$ cat config.mk
export PLATFORM = sky130hd
export DESIGN_NAME = lpm_bod_ctrl
export DESIGN_NICKNAME = d
export VERILOG_FILES = /design/src/rtl/lpm_pkg.sv /design/src/rtl/lpm_fsm.sv /design/src/rtl/lpm_timer.sv /design/src/rtl/lpm_outdec.sv /design/src/rtl/lpm_bod_ctrl.sv
export SDC_FILE = /design/constraint.sdc
export NUM_CORES = 1
export LEC_CHECK = 0
export ABC_AREA = 1
export BUFFER_PORTS_ARGS = -buffer_cell sky130_fd_sc_hd__buf_2
export CAP_MARGIN = 20
export CORE_MARGIN = 2
export CORE_UTILIZATION = 40
export DETAILED_ROUTE_END_ITERATION = 8
export GPL_ROUTABILITY_DRIVEN = 0
export PLACE_DENSITY_LB_ADDON = 0.1
export SLEW_MARGIN = 5
export SYNTH_ARGS = -nofsm -noshare
export SYNTH_HDL_FRONTEND = slang
export SYNTH_SLANG_ARGS = --single-unit
$ cat constraint.sdc
create_clock -name clk -period 2.1 [get_ports clk]
set_clock_uncertainty 0.2 [all_clocks]
set_input_delay 0.105 -clock clk [delete_from_list [all_inputs] [get_ports clk]]
set_output_delay 0.105 -clock clk [all_outputs]
set_load 0.05 [all_outputs]
$ cat src/rtl/lpm_pkg.sv
package lpm_pkg;
  typedef enum logic [2:0] {
    ST_COLD  = 3'd0,
    ST_RUN   = 3'd1,
    ST_IDLE  = 3'd2,
    ST_PDOWN = 3'd3,
    ST_STAB  = 3'd4,
    ST_RESET = 3'd5,
    ST_BOD   = 3'd6,
    ST_RECOV = 3'd7
  } lpm_state_e;
endpackage

$ cat src/rtl/lpm_fsm.sv
module lpm_fsm
  import lpm_pkg::*;
(
  input  lpm_state_e state_q,
  input  logic       idle_req,
  input  logic       pd_req,
  input  logic       wake_irq,
  input  logic       ext_rst,
  input  logic       bod_flag,
  input  logic       tmr_done,
  output lpm_state_e state_d
);
  always_comb begin
    state_d = state_q;
    unique case (state_q)
      ST_COLD:  state_d = ST_RUN;
      ST_RUN: begin
        if (ext_rst)       state_d = ST_RESET;
        else if (pd_req)   state_d = ST_PDOWN;
        else if (idle_req) state_d = ST_IDLE;
      end
      ST_IDLE: begin
        if (ext_rst)       state_d = ST_RESET;
        else if (wake_irq) state_d = ST_RUN;
      end
      ST_PDOWN: if (ext_rst) state_d = ST_STAB;
      ST_STAB:  if (tmr_done) state_d = ST_RESET;
      ST_RESET: if (!ext_rst) state_d = ST_RUN;
      ST_BOD:   state_d = ST_RECOV;
      ST_RECOV: if (ext_rst || tmr_done) state_d = ST_RESET;
      default:  state_d = ST_COLD;
    endcase
    // supply loss overrides every mode and drops pending requests
    if (bod_flag) state_d = ST_BOD;
  end
endmodule

$ cat src/rtl/lpm_timer.sv
module lpm_timer #(
  parameter int unsigned CNT_W = 8
) (
  input  logic             clk,
  input  logic             rst_n,
  input  logic             clr,
  input  logic             en,
  input  logic [CNT_W-1:0] limit,
  output logic             done
);
  localparam logic [CNT_W-1:0] ONE = CNT_W'(1);

  logic [CNT_W-1:0] cnt_q, cnt_d;

  always_comb begin
    cnt_d = cnt_q;
    if (clr)     cnt_d = '0;
    else if (en) cnt_d = cnt_q + ONE;
  end

  always_ff @(posedge clk or negedge rst_n) begin
    if (!rst_n) cnt_q <= '0;
    else        cnt_q <= cnt_d;
  end

  assign done = en && (cnt_q == (limit - ONE));
endmodule

$ cat src/rtl/lpm_outdec.sv
module lpm_outdec
  import lpm_pkg::*;
#(
  parameter int unsigned       PORT_W   = 8,
  parameter logic [PORT_W-1:0] RSV_MASK = PORT_W'(3)
) (
  input  lpm_state_e        state_q,
  output logic              cpu_clk_en,
  output logic              per_clk_en,
  output logic              osc_en,
  output logic              int_rst,
  output logic              ram_init,
  output logic [PORT_W-1:0] port_pullup
);
  logic in_bod;

  assign in_bod     = (state_q == ST_BOD);
  assign cpu_clk_en = (state_q == ST_RUN) || (state_q == ST_RESET) || (state_q == ST_COLD);
  assign per_clk_en = cpu_clk_en || (state_q == ST_IDLE);
  assign osc_en     = (state_q != ST_PDOWN);
  assign int_rst    = (state_q == ST_COLD) || (state_q == ST_RESET) || (state_q == ST_STAB);
  assign ram_init   = (state_q == ST_COLD);

  for (genvar g = 0; g < int'(PORT_W); g++) begin : g_pull
    if (RSV_MASK[g]) begin : g_rsv
      assign port_pullup[g] = 1'b0;
    end else begin : g_ovr
      assign port_pullup[g] = in_bod;
    end
  end
endmodule

$ cat src/rtl/lpm_bod_ctrl.sv
module lpm_bod_ctrl
  import lpm_pkg::*;
#(
  parameter int unsigned       PORT_W       = 8,
  parameter logic [PORT_W-1:0] RSV_MASK     = PORT_W'(3),
  parameter int unsigned       IRQ_W        = 4,
  parameter int unsigned       OSC_STAB_CYC = 1024,
  parameter int unsigned       RECOV_CYC    = 1500000
) (
  input  logic              clk,
  input  logic              rst_n,
  input  logic              ext_rst,
  input  logic              bod_flag,
  input  logic              idle_req,
  input  logic              pd_req,
  input  logic [IRQ_W-1:0]  irq_pend,
  output logic              cpu_clk_en,
  output logic              per_clk_en,
  output logic              osc_en,
  output logic [PORT_W-1:0] port_pullup,
  output logic              int_rst,
  output logic              ram_init
);
  localparam int unsigned MAX_CYC = (OSC_STAB_CYC > RECOV_CYC) ? OSC_STAB_CYC : RECOV_CYC;
  localparam int unsigned CNT_W   = $clog2(MAX_CYC + 1);

  lpm_state_e       state_q, state_d;
  logic             tmr_en, tmr_clr, tmr_done;
  logic [CNT_W-1:0] tmr_limit;

  assign tmr_en    = (state_q == ST_STAB) || (state_q == ST_RECOV);
  assign tmr_clr   = (state_d != state_q);
  assign tmr_limit = (state_q == ST_STAB) ? CNT_W'(OSC_STAB_CYC) : CNT_W'(RECOV_CYC);

  lpm_fsm u_fsm (
    .state_q  (state_q),
    .idle_req (idle_req),
    .pd_req   (pd_req),
    .wake_irq (|irq_pend),
    .ext_rst  (ext_rst),
    .bod_flag (bod_flag),
    .tmr_done (tmr_done),
    .state_d  (state_d)
  );

  lpm_timer #(.CNT_W(CNT_W)) u_tmr (
    .clk   (clk),
    .rst_n (rst_n),
    .clr   (tmr_clr),
    .en    (tmr_en),
    .limit (tmr_limit),
    .done  (tmr_done)
  );

  always_ff @(posedge clk or negedge rst_n) begin
    if (!rst_n) state_q <= ST_COLD;
    else        state_q <= state_d;
  end

  lpm_outdec #(.PORT_W(PORT_W), .RSV_MASK(RSV_MASK)) u_dec (
    .state_q     (state_q),
    .cpu_clk_en  (cpu_clk_en),
    .per_clk_en  (per_clk_en),
    .osc_en      (osc_en),
    .int_rst     (int_rst),
    .ram_init    (ram_init),
    .port_pullup (port_pullup)
  );
endmodule

# ---- Yosys cells after proc, flatten, opt, wreduce, memory -nomap -nowiden
# Index checks and enable logic that the tools add are counted.
dict set report classes {
  addsub 2
  multipliers 0
  div 0
  n_lt_le_gt_ge 0
  n_eq_ne 10
  n_shift 0
  n_mux 14
  bitwise_logic 0
  n_reduce_logical 11
}
# op n
set ops {}
lappend ops {{$mux 21} 3}
lappend ops {{$mux 3} 10}
lappend ops {{$pmux 3 s8} 1}
lappend ops {{$add 21x1->21 const B} 1}
lappend ops {{$eq 21x21->1} 1}
lappend ops {{$sub 21x1->21 const B} 1}
lappend ops {{$eq 3x3->1 const B} 4}
lappend ops {{$logic_or 1x1->1} 7}
lappend ops {{$eq 3x2->1 const B} 2}
lappend ops {{$reduce_or 4->1} 1}
lappend ops {{$eq 3x1->1 const B} 1}
lappend ops {{$logic_not 3->1} 1}
lappend ops {{$ne 3x2->1 const B} 1}
lappend ops {{$ne 3x3->1} 1}
lappend ops {{$reduce_bool 2->1} 1}
lappend ops {{$logic_and 1x1->1} 1}
dict set report word_totals {
  ff_bits 24
  latchBits 0
  mem_bits_rw 0
  romBits 0
  output_inout_bits 13
  elab_cells 39
  mem_count 0
}

# ---- Logic depth before layout (Yosys ltp)
# Gate-level depths: netlist of run 1.
dict set report depth {
  ltp_word 11
  mapped_depth 16
  mapped_depth_nobuf 14
}

# ---- By module
# Synthesis of run 1 repeated with hierarchy kept, for this count alone.
dict set report unflattened {
  hier_cells 398
  area_unflattened_um2 2426.1
}
# mod n_inst cells_per_inst area_each_um2 seq_area_each_um2
set by_module_without_submodules {}
lappend by_module_without_submodules {lpm_timer 1 326 2023.2 525.5}
lappend by_module_without_submodules {lpm_bod_ctrl 1 24 161.4 75.1}
lappend by_module_without_submodules {lpm_fsm 1 27 128.9 0.0}
lappend by_module_without_submodules {lpm_outdec 1 21 112.6 0.0}

# ---- Worst setup path before layout of run 1
# No wires, ideal clock.
dict set report synth_path {
  kind {register -> register}
  from {register u_tmr.cnt_q[0]}
  to {register u_tmr.cnt_q[1]}
  setup_ps 68
  arrival_ps 1663
  t_required_ps 1832
  path_slack_ps 169
  path_stages_with_launch 11
  path_buffers 1
  path_cell_list {dfrtp_1 ha_1 nand3_4 nor2_2 nand3_2 nand2_1 nand3_2 xor2_2 nand2_4 buf_12 nor2_4}
}
dict set report synth_between {
  elab_chain_len 8
}
# item line_no
set synth_lines {}
lappend synth_lines {{start: declaration} lpm_timer.sv:13} ;# logic [CNT_W-1:0] cnt_q, cnt_d;
lappend synth_lines {{start signal: assignment} lpm_timer.sv:23} ;# else cnt_q <= cnt_d;
lappend synth_lines {{$eq 21x21->1 (*)} lpm_timer.sv:26} ;# assign done = en && (cnt_q == (limit - ONE));
lappend synth_lines {{$logic_and 1x1->1 (*)} lpm_timer.sv:26}
lappend synth_lines {{$logic_or 1x1->1} lpm_fsm.sv:30} ;# ST_RECOV: if (ext_rst || tmr_done) state_d = ST_RESET;
lappend synth_lines {{$mux 3} lpm_fsm.sv:30}
lappend synth_lines {{$pmux 3 s8 (*)} lpm_fsm.sv:15} ;# unique case (state_q)
lappend synth_lines {{$mux 3 (*)} lpm_fsm.sv:34} ;# if (bod_flag) state_d = ST_BOD;
lappend synth_lines {{via state_d[1]} lpm_bod_ctrl.sv:27} ;# lpm_state_e state_q, state_d;
lappend synth_lines {{$ne 3x3->1 (*)} lpm_bod_ctrl.sv:32} ;# assign tmr_clr = (state_d != state_q);
lappend synth_lines {{$mux 21 / $reduce_bool 2->1 (equally long branches)} n/a}
# Mark *: on every way through the listed nets, which the timed path passes. The rest lies on a longest branch. The select of a mux whose other input is x is not followed.
# A chain may end at the register's enable or synchronous reset.

# ---- Final worst setup path of run 1
dict set report layout_path {
  from {register state_q[1]}
  to {register u_tmr.cnt_q[9]}
}
dict set report layout_between {
  elab_chain_len 11
}
# item line_no
set layout_lines {}
lappend layout_lines {{start: declaration} lpm_bod_ctrl.sv:27}
lappend layout_lines {{start signal: assignment} lpm_bod_ctrl.sv:57} ;# else state_q <= state_d;
lappend layout_lines {{$eq 3x3->1} {lpm_fsm.sv:15, lpm_bod_ctrl.sv:31, lpm_bod_ctrl.sv:33}}
lappend layout_lines {{$mux 21} lpm_bod_ctrl.sv:33} ;# assign tmr_limit = (state_q == ST_STAB) ? CNT_W'(OSC_STAB_CYC) : CNT_W'(RECOV_CYC);
lappend layout_lines {{$sub 21x1->21} lpm_timer.sv:26}
lappend layout_lines {{$eq 21x21->1} lpm_timer.sv:26}
lappend layout_lines {{$logic_and 1x1->1} lpm_timer.sv:26}
lappend layout_lines {{$logic_or 1x1->1} lpm_fsm.sv:30}
lappend layout_lines {{$mux 3} lpm_fsm.sv:30}
lappend layout_lines {{$pmux 3 s8} lpm_fsm.sv:15}
lappend layout_lines {{$mux 3} lpm_fsm.sv:34}
lappend layout_lines {{$ne 3x3->1} lpm_bod_ctrl.sv:32}
lappend layout_lines {{$mux 21 / $reduce_bool 2->1 (equally long branches)} n/a}
# Several ways; a longest one is shown, not always the timed one.

==> flow_metrics.py, run 1 <==
metrics = {
    "synthesis": {
        "synth_top_area_share": 0.332,
        "synthFlopType": "dfrtp_1",
        "syn_area_um2": 1810,
        "ys_warn_count": 0,
        "synth_cells": 228,
        "syn_avg_cell_area_um2": 7.94,
        "synth.most_common_cell": "nand2_1",
        "ys_seq_area_frac": 0.332,
        "synth.ff_latch_count": 24,
        "synth_area_leaders": "dfrtp_1 (33%), nand2_1 (9.8%), xor2_1 (8.7%)",
        "synth_common_cells": "nand2_1 (47), nor2_1 (28), inv_1 (25)",
        "synthArstFlopShare": 1.00,
        "synth_edf_count": 0,
        "yosys.area.top_type": "dfrtp_1",
        "ys_types": 34,
    },
    "critical_path": {
        "crit_fanout": 8,
        "worstReg2RegEnd": "u_tmr.cnt_q[9]",
        "worstSetupEndpointType": "flip-flop",
        "cp-start-kind": "flip-flop",
        "required_ns": 2.09,
        "ff2ff_setup_slack_ns": 0.06,
        "ff2ff_path_depth": 11,
        "cp_data_arrival_time_ns": 2.04,
        "worstSetupPathType": "reg2reg",
        "reg2reg_from": "state_q[1]",
    },
    "power_and_ir_drop": {
        "p_switching_mw": 0.487,
        "share_comb_of_total_power": 0.383,
        "seqPwrFrac": 0.377,
        "p_leak_nw": 1.02,
        "power.density_nw_per_um2": 573,
        "intPower_mw": 0.827,
        "switching_share": 0.371,
        "ir_drop_v": 0.000404,
        "p_clk_frac": 0.240,
    },
    "routing": {
        "ant_nets": 0,
        "wire_per_inst_um": 11.6,
        "drt_wl_total_um": 3740,
        "drc_errors": 0,
        "firstDrtPassIters": 4,
        "vias": 1486,
        "drtIter0Drc": 42,
        "routed_via_density": 4.60,
    },
    "floorplanning": {
        "ios": 23,
        "core-area_um2": 4350,
        "rows": 24,
        "start_util": 0.416,
        "die_h_um": 71.3,
        "die_w_um": 71.3,
        "die-area_um2": 5080,
    },
    "final_layout": {
        "final_net_count": 283,
        "drive_gt1_frac": 0.413,
        "area_delta_synth_final_pct": 26.7,
        "finalNonFillerCells": 323,
        "fillers": 433,
        "diodes": 0,
    },
    "worst_hold_path": {
        "hold_depth": 5,
        "hold_class": "in2reg",
        "hold_end": "state_q[2]",
        "worstHoldStart": "pd_req",
    },
    "global_route": {
        "grt_overflow_total": 0,
        "grt_pass1_wl_um": 6170,
        "antenna_found_initial": 0,
        "grt_pass1_vias": 1379,
        "grtUsageTotal": 0.153,
        "grt_max_degree": 25,
    },
    "sta": {
        "fmax_mhz": 489,
        "whs_ns": 0.0520,
        "rsz0062_at_grt": "true",
        "slew_viol_final": 0,
        "tightest_slew_ns": 0.548,
        "period_minus_slack_ns": 2.04,
        "hold_viol": 0,
        "relSlewSlack": 0.634,
        "fin_tns_setup_ns": 0,
        "post-route-period-util": 0.973,
        "setup_viol": 0,
    },
    "placed_design": {
        "port_buffers": 20,
        "hpwl_um": 2710,
        "dp_cells": 305,
    },
    "cts": {
        "clockBufferDepth": 2,
        "cts_tree": "built",
        "cts_buffers": 3,
        "clk_pin_slew_ns": 0.09,
        "htreeDepth": 1,
        "clock_sinks": 24,
        "root_buffer": "clkbuf_8",
        "clk_latency_ns": 0.27,
    },
    "outcome": {
        "outcome": "finished, final reports clean",
    },
    "flow_run": {
        "maxCapViolCount": 0,
    },
}
-- registers in the layout, indices dropped and copies added, names as in the netlist --
name	count
u_tmr.cnt_q	21
state_q	3
-- through the flow --
stage | setup WS [ns] | cell area, um^2 | total power, mW | utilization
2_1_floorplan | 0.169 | 1810 | 0.836 | -
3_3_place_gp | 0.0437 | 2010 | 0.941 | 0.462
3_5_place_dp | 0.00725 | 2010 | 0.941 | 0.462
4_1_cts | 0.0108 | 2090 | 1.27 | 0.480
5_1_grt | -0.0417 | 2290 | 1.40 | 0.526
6_report | 0.0568 | 2290 | 1.31 | 0.526
-- how the worst max path moves through the flow --
stage / startpoint / endpoint / slack [ns] / cells after the start
final: state_q[1] / u_tmr.cnt_q[9] / 0.06 / 11
after global routing: state_q[1] / u_tmr.cnt_q[9] / -0.04 / 12
after CTS: state_q[1] / u_tmr.cnt_q[9] / 0.01 / 12
after detailed placement: state_q[0] / u_tmr.cnt_q[9] / 0.007 / 14
after global placement: state_q[0] / u_tmr.cnt_q[9] / 0.04 / 11
after floorplan: u_tmr.cnt_q[0] / u_tmr.cnt_q[1] / 0.17 / 10
-- area by class of cell --
class                   count  area (um^2)  area share
inverters                  30          128      0.0557
clock buffers               4         55.1      0.0240
repair buffers             51          380       0.166
flip-flops and latches     24          607       0.265
well taps                  52         65.1      0.0284
multi-input cells         162         1060       0.461
-- placed cells by master, fill, tap and decap left out, types with 6 or more instances in the layout --
master    n
nand4_1  11
buf_2    20
nor2_1   23
buf_4    26
nor2_4   14
dfrtp_1  19
nand2_1  40
nand2_2  10
xor2_1   17
nand3_1   7
nor2_2    6
inv_1    24
-- critical path, stage by stage (launching register included) --
cell,delay [ns]
dfrtp_2,0.48
buf_4,0.16
nand3_1,0.09
o21ai_0,0.09
a21oi_1,0.19
nand2_2,0.11
nand3_2,0.07
nand2_2,0.06
nor2_4,0.13
nand2_4,0.10
buf_12,0.17
nor3_4,0.10
-- layer usage --
metal | wire, um | share of wire | vias to the layer above | GRT usage
li1 | - | - | 793 | -
met1 | 1870 | 0.50 | 671 | 0.219
met2 | 1720 | 0.46 | 20 | 0.240
met3 | 121 | 0.032 | 2 | 0.0338
met4 | 29 | 0.0078 | 0 | 0.0314
met5 | 0 | 0 | - | 0
-- kinds of logic (layout without fill, tap and decap cells) --
logic type | after synthesis | after routing | synth area share
simple gates | 129 | 129 | 0.394
other cells | 1 | 2 | 0.00207
compound gates | 11 | 11 | 0.0339
buf+inv | 43 | 85 | 0.136
xor+xnor | 19 | 19 | 0.0961
flops | 24 | 24 | 0.332
fa+ha+maj | 1 | 1 | 0.00691
-- power by group through the flow --
stage	Clock, mW	Combinational [mW]	Sequential [mW]
finish	0.315	0.503	0.496
global route	0.355	0.543	0.499
CTS	0.335	0.439	0.497
detailed placement	0	0.435	0.506
global placement	0	0.436	0.505
floorplan	0	0.345	0.491
-- timing repair --
item                                    4_1_cts  5_1_grt
gates resized for setup                       1       30
hold buffers                                  2        0
pin swaps                                     0        6
cloned                                        0        1
buffers inserted                              0       11
endpoints found under the hold margin        27        0
endpoints found under the setup margin        1       21
Note: power is estimated with default switching activity, not from simulation.
==> run 2: changes to the inputs <==
Settings changed: CORE_UTILIZATION 40 to 60.
Clock period 2.1 ns to 2.4 ns, I/O delays scaled along.
==> flow_metrics.py, run 2 (same netlist as run 1, synthesis figures left out) <==
metrics = {
    "outcome": {
        "outcome": "finished with violations",
        "failed_checks": "design-rule violations",
    },
    "cts": {
        "htreeDepth": 1,
        "clock_sinks": 24,
        "clk_latency_ns": 0.32,
        "clk_pin_slew_ns": 0.14,
        "cts_tree": "built",
        "root_buffer": "clkbuf_4",
        "clockBufferDepth": 2,
        "cts_buffers": 3,
    },
    "final_layout": {
        "reg.largest.list": "u_tmr.cnt_q x21, state_q x3",
        "final_net_count": 259,
        "final_cell_mix": "nand2_1 (47), nor2_1 (28), inv_1 (25)",
        "final_common_cell": "nand2_1",
        "regMostFlops": "u_tmr.cnt_q",
        "largest_register_ffs": 21,
        "diodes": 0,
        "drive_gt1_frac": 0.256,
        "fin_area_um2": 1940,
        "area_delta_synth_final_pct": 7.26,
    },
    "floorplanning": {
        "start_util": 0.645,
        "rows": 19,
        "die_w_um": 58.9,
        "die_h_um": 58.9,
        "core-area_um2": 2810,
        "die-area_um2": 3470,
        "ios": 23,
    },
    "critical_path": {
        "cp-start-kind": "flip-flop",
        "crit_fanout": 19,
        "worstSetupEndpointType": "flip-flop",
        "cp_data_arrival_time_ns": 2.24,
        "required_ns": 2.43,
        "worstSetupPathType": "reg2reg",
    },
    "sta": {
        "period_minus_slack_ns": 2.21,
        "fin_tns_setup_ns": 0,
        "fmax_mhz": 452,
        "relSlewSlack": 0.642,
        "tightest_slew_ns": 0.537,
        "setup_viol": 0,
        "post-route-period-util": 0.921,
        "whs_ns": 0.0202,
        "setup_ws_ns": 0.190,
        "slew_viol_final": 0,
        "hold_viol": 0,
    },
    "routing": {
        "routed_via_density": 5.22,
        "vias": 1446,
        "firstDrtPassIters": 6,
        "drt_wl_total_um": 3260,
        "wire_per_inst_um": 11.8,
        "drtIter0Drc": 80,
        "ant_nets": 0,
        "drc_errors": 3,
    },
    "placed_design": {
        "hpwl_um": 2510,
        "place_area_um2": 1850,
        "place_ws_ns": 0.0954,
        "port_buffers": 20,
    },
    "global_route": {
        "grtUsageTotal": 0.215,
        "grt_max_degree": 25,
        "grt_pass1_wl_um": 5780,
        "antenna_found_initial": 0,
        "grt_pass1_vias": 1311,
        "grt_overflow_total": 0,
    },
    "power_and_ir_drop": {
        "p_leak_nw": 0.863,
        "ir_drop_v": 0.000345,
        "power.density_nw_per_um2": 488,
    },
    "worst_hold_path": {
        "hold_class": "in2reg",
    },
    "flow_run": {
        "maxCapViolCount": 0,
    },
}
## run 2: changes by cell type in the layout (fill, tap and decap cells not counted), moves of 4 or more
cell,change
buf_4,-22
nand2_1,+7
nand2_2,-6
nor2_1,+5
clkbuf_8,-4
## run 2: timing repair
action,CTS,global route
setup buffers,0,2
endpoints found under the setup margin,0,19
endpoints found under the hold margin,27,0
gates resized for setup,0,5
hold buffers,3,0
## run 2: final timing paths
check,startpoint,end,slack [ns],cells after the start
max,state_q[0],u_tmr.cnt_q[9],0.19,13
min,pd_req,state_q[2],0.02,5
max reg2reg,state_q[0],u_tmr.cnt_q[9],0.19,13
min reg2reg,u_tmr.cnt_q[19],u_tmr.cnt_q[19],0.35,2
max in group asynchronous,rst_n,state_q[0],1.52,2
min in group asynchronous,rst_n,u_tmr.cnt_q[4],0.10,2
## run 2: stage by stage
step	cells	total power, mW	util
after global routing	277	1.00	0.692
after floorplan	229	0.731	-
after CTS	275	0.937	0.678
after global placement	269	0.746	0.659
final	277	0.947	0.692
after detailed placement	269	0.753	0.659
## run 2: critical path, stage by stage, from the launching register on
cell	delay, ns
dfrtp_2	0.52
nor2_4	0.14
nand2_1	0.08
nand3_1	0.09
nand2_1	0.06
nand3_2	0.07
nand2_1	0.05
nand2_1	0.09
nand2_2	0.08
nand3_1	0.08
nand2_1	0.08
nor2_4	0.20
nand2_8	0.19
nor3_1	0.19
## run 2: per-layer routing
metal  vias up  share of wire  track usage
met5         -              0            0
met4         0          0.021       0.0714
met3         8          0.039       0.0198
met2        37           0.48        0.367
met1       659           0.46        0.286
li1        742              -            -
## run 2: area by class of cell
cell class | count | area, um^2
timing repair buffer | 27 | 160
fill | 232 | 865
inverter | 30 | 128
tap | 31 | 38.8
clock buffer | 3 | 22.5
sequential | 24 | 604
multi-input combinational | 162 | 987
## run 2: report_power, final
part / internal, mW / total [mW] / switching, mW
registers: 0.416 / 0.437 / 0.0214
clock network: 0.0587 / 0.178 / 0.119
logic: 0.0839 / 0.332 / 0.248
